File: config.mk
export PLATFORM = sky130hd
export DESIGN_NAME = mem_parity_ctl
export DESIGN_NICKNAME = d
export VERILOG_FILES = /design/src/rtl/mem_parity_ctl.sv
export SDC_FILE = /design/constraint.sdc
export NUM_CORES = 1
export LEC_CHECK = 0
export BUFFER_PORTS_ARGS = -buffer_cell sky130_fd_sc_hd__buf_4
export CORE_MARGIN = 2
export CORE_UTILIZATION = 28
export CTS_CLUSTER_SIZE = 10
export DETAILED_ROUTE_END_ITERATION = 8
export HOLD_SLACK_MARGIN = 0.05
export PLACE_DENSITY = 0.78
export SYNTH_ARGS = -nofsm -noshare
export SYNTH_HDL_FRONTEND = slang
export SYNTH_SLANG_ARGS = --single-unit
File: constraint.sdc
create_clock -name clk -period 1.1 [get_ports clk]
set_input_delay 0.055 -clock clk [delete_from_list [all_inputs] [get_ports clk]]
set_output_delay 0.055 -clock clk [all_outputs]
set_load 0.03 [all_outputs]
File: src/rtl/mem_parity_ctl.sv
module mem_parity_ctl #(
  parameter int LANES = 2,
  parameter int AW = 24,
  parameter int BLK_W = 16,
  parameter logic [AW-1:0] CTRL_BASE = 24'h5B0000
) (
  input  logic                 clk,
  input  logic                 rst_n,
  input  logic                 reg_req,
  input  logic                 reg_we,
  input  logic [AW-1:0]        reg_addr,
  input  logic [8*LANES-1:0]   reg_wdata,
  output logic                 reg_ack,
  output logic                 reg_berr,
  input  logic [8*LANES-1:0]   wr_data,
  output logic [LANES-1:0]     wr_par,
  input  logic                 rd_valid,
  input  logic [LANES-1:0]     rd_be,
  input  logic [8*LANES-1:0]   rd_data,
  input  logic [LANES-1:0]     rd_par,
  output logic                 nmi
);
  localparam int DW = 8 * LANES;

  logic en_q, odd_q, present_q, pend_q;
  logic [LANES-1:0] lane_even, rd_bad;

  always_comb begin
    for (int i = 0; i < LANES; i++) begin
      lane_even[i] = ^wr_data[8*i +: 8];
      rd_bad[i]    = ^{rd_data[8*i +: 8], rd_par[i]};
    end
  end

  assign wr_par = lane_even ^ {LANES{odd_q}};

  wire hit    = reg_req && (reg_addr[AW-1:BLK_W] == CTRL_BASE[AW-1:BLK_W]);
  wire ctl_wr = hit && reg_we;
  wire clr    = ctl_wr && !reg_wdata[0];
  wire err    = rd_valid && present_q && en_q && |(rd_bad & rd_be);
  wire seen   = rd_valid && rd_be[0] && !rd_par[0];

  always_ff @(posedge clk or negedge rst_n) begin
    if (!rst_n) begin
      en_q      <= 1'b0;
      odd_q     <= 1'b0;
      present_q <= 1'b0;
      pend_q    <= 1'b0;
      reg_ack   <= 1'b0;
      reg_berr  <= 1'b0;
    end else begin
      if (ctl_wr) begin
        en_q  <= reg_wdata[0];
        odd_q <= reg_wdata[1];
      end
      if (seen) present_q <= 1'b1;
      pend_q   <= err || (pend_q && !clr);
      reg_ack  <= hit && (reg_we || pend_q);
      reg_berr <= hit && !reg_we && !pend_q;
    end
  end

  assign nmi = pend_q;

  a_r3_nmi_holds: assert property (@(posedge clk) disable iff (!rst_n)
    nmi && !clr |=> nmi);
  a_r3_rise_from_read: assert property (@(posedge clk) disable iff (!rst_n)
    $rose(nmi) |-> $past(rd_valid));
  a_r4_berr_when_idle: assert property (@(posedge clk) disable iff (!rst_n)
    hit && !reg_we && !nmi |=> reg_berr && !reg_ack);
  a_r4_single_answer: assert property (@(posedge clk) disable iff (!rst_n)
    !(reg_ack && reg_berr));
  a_r7_write_acks: assert property (@(posedge clk) disable iff (!rst_n)
    ctl_wr |=> reg_ack && !reg_berr);
  a_r8_absent_quiet: assert property (@(posedge clk) disable iff (!rst_n)
    !present_q && !nmi |=> !nmi);
  a_r6_presence_sticky: assert property (@(posedge clk) disable iff (!rst_n)
    present_q |=> present_q);
  a_r10_outside_silent: assert property (@(posedge clk) disable iff (!rst_n)
    !hit |=> !reg_ack && !reg_berr);
endmodule

==> results.txt <==
Outcome = finished, violations left
Failing checks = negative setup slack
Critical path launch point type = flop
Fraction of layout cells with a size suffix above 1 = 58.1%
Share of flip-flops with an asynchronous set or reset = 100%
Setup TNS = -0.184 ns
Crit Reg-Reg Startpoint = en_q$_DFFE_PN0P_
Total Wirelength = 1.50 mm
Post-Syn Area = 563 um2
DP Area = 1030 um2
GRT met3 Usage = 2.45%
Synth Instances = 54
Hold/Removal Path Class = in2reg
Yosys warns = 0
Final hold violations = 0
Post-synth cell types = 18
Setup Skew = 0.00385 ns
Tot GR Track Use = 13.8%
# H-tree levels = 1
Routed len/inst = 10.4 um
Crit path DAT = 1.14 ns
Unrepaired setup endpoints after global routing = yes
Number of flops mapped to enable cells by yosys = 0
Final #Nets = 200
Post-CTS setup buffer count = 0
Root Driver = clkbuf_4
Final hold slack = 0.0684 ns
Grt total ovfl = 0
Busiest grt layer = met2
Initial Util = 29.3%
Max Slew Vio Count = 0
Most frequent cells in the layout = buf_4 (54), xnor2_1 (20), xor2_1 (6)
Die Footprint = 2390 um2
Final Total Pwr = 1.06 mW
Detailed placement HPWL = 1.29 mm
Tcrit/Tclk final = 109%
Top-area cell type share of the netlist area = 37.3%
Antenna viol nets, final = 0
Chip Width = 48.8 um
Worst-Margin Slew = 0.258 ns
Avg Cell Area, Syn = 10.4 um2
Ports = 86
Layout Area Growth over Synthesis = 98.7%
Final Instance Area = 1120 um2
Seq/Total Area, Yosys = 26.7%
Min-delay src = reg_wdata[0]
Number of max-cap violations = 0
Clk buf depth = 2
Crit Path Max Fanout = 3
Clk_lat worst skew = 0.24 ns
Initial antenna violation count = 0
First DRT Iteration DRCs = 1
TritonCTS clock tree = yes
Sink Count = 6
Drt drc = 0
Synth Net Count = 135
CP startpoint = odd_q$_DFFE_PN0P_
Worst Setup End Kind = primary output
Most common cell after layout, fill and taps aside = buf_4
Cell row count = 16
Met2 Usage GRT = 26.7%
Routing usage on met1 = 13.9%
Worst EP required = 1.04 ns
Synth area leader = xnor2_1
Core footprint = 1920 um2
Worst rel slew slack = 82.7%
# port buffers = 55
Diodes inserted = 0
First-pass GRT wire length = 2.64 mm
Fmax achieved = 0.835 GHz
Critical Setup Path Class = reg2out
Die Span Y = 48.8 um
Post-route minimum period = 1.20 ns
Via-per-instance ratio = 4.29
Pwr/cell area = 947 nW/um2
RD Place Congestion = 0.635
Largest net degree at the start of global routing = 7
Setup WS post-layout = -0.0970 ns
Post-synth top flop = dfrtp_1
Routed via count = 618
Final core occ = 58.2%
Cts bufs inserted = 3
Seq cells post-synth = 6
Endpoints failing setup = 2
Pre-antenna DRT Iters = 4
Top cells by area, synth = xnor2_1 (37%), dfrtp_1 (27%), xor2_1 (9.3%)
Worst vdd rail ir drop = 0.511 mV
CTS clk-pin slew, worst paths = 0.04 ns
Vias in the first global route = 682
Pleak = 0.563 nW
routing by layer:
| layer | vias to the layer above | routed length (um) |
|---|---|---|
| met3 | 2 | 155 |
| li1 | 306 | - |
| met4 | 0 | 16 |
| met1 | 269 | 498 |
| met5 | - | 0 |
| met2 | 41 | 832 |
cell type report:
cell class / instances / area [um2]
fill: 184 / 803
timing repair buffer: 60 / 468
multi-input combinational: 47 / 439
sequential: 6 / 151
tap: 27 / 33.8
clock buffer: 3 / 22.5
inverter: 1 / 3.75
final timing paths:
path | end | slack (ns) | depth (start not counted)
setup / recovery | wr_par[0] | -0.1 | 3
hold / removal | en_q$_DFFE_PN0P_ | 0.07 | 2
setup reg to reg | nmi$_DFF_PN0_ | 0.23 | 3
hold reg to reg | reg_berr$_DFF_PN0_ | 0.48 | 1
max in group asynchronous | odd_q$_DFFE_PN0P_ | 0.80 | 2
min in group asynchronous | reg_berr$_DFF_PN0_ | 0.17 | 2
cells by family (layout without fill, tap and decap cells):
logic type	Yosys count	count (layout)	share of synthesized area, %
AOI/OAI and AO/OA	3	3	3.56
xor gates and xnor gates	31	31	50.7
buffers and inverters	1	64	0.666
DFF	6	6	26.7
muxes	2	2	5.33
and+or+nand+nor	11	11	13.1
cells in the mapped netlist, drive strengths merged, types with 2 or more instances:
cell	instances
xnor2	24
xor2	6
nor2	2
nand2	2
dfrtp	6
mux2	2
where the power goes:
part / switching, mW / leakage (nW) / total, mW / internal [mW]
Combinational: 0.250 / 0.473 / 0.613 / 0.363
Clock: 0.0759 / 0.0138 / 0.199 / 0.123
Sequential: 0.0133 / 0.0763 / 0.248 / 0.234
stage by stage:
| stage | setup slack (ns) | cells |
|---|---|---|
| final | -0.0970 | 144 |
| after global routing | -0.157 | 144 |
| after CTS | -0.110 | 144 |
| after detailed placement | -0.120 | 137 |
| after global placement | -0.0955 | 137 |
| after floorplan | 0.0120 | 54 |
sequential cells by signal, indices dropped and copies added, names as in the netlist:
register / count
odd_q: 1
reg_ack: 1
present_q: 1
en_q: 1
reg_berr: 1
nmi: 1
worst max-delay path: stages (launching register included):
cell and delay, ns:
dfrtp_2 0.44, xnor2_2 0.18, xnor2_2 0.13, buf_6 0.15
timing repair:
action / CTS / global route
hold endpoints to repair: 10 / 0
endpoints found under the setup margin: 2 / 2
resized for setup: 5 / 0
pin swaps: 2 / 0
hold buffers: 4 / 0
Power figures use the tool's default switching activity.
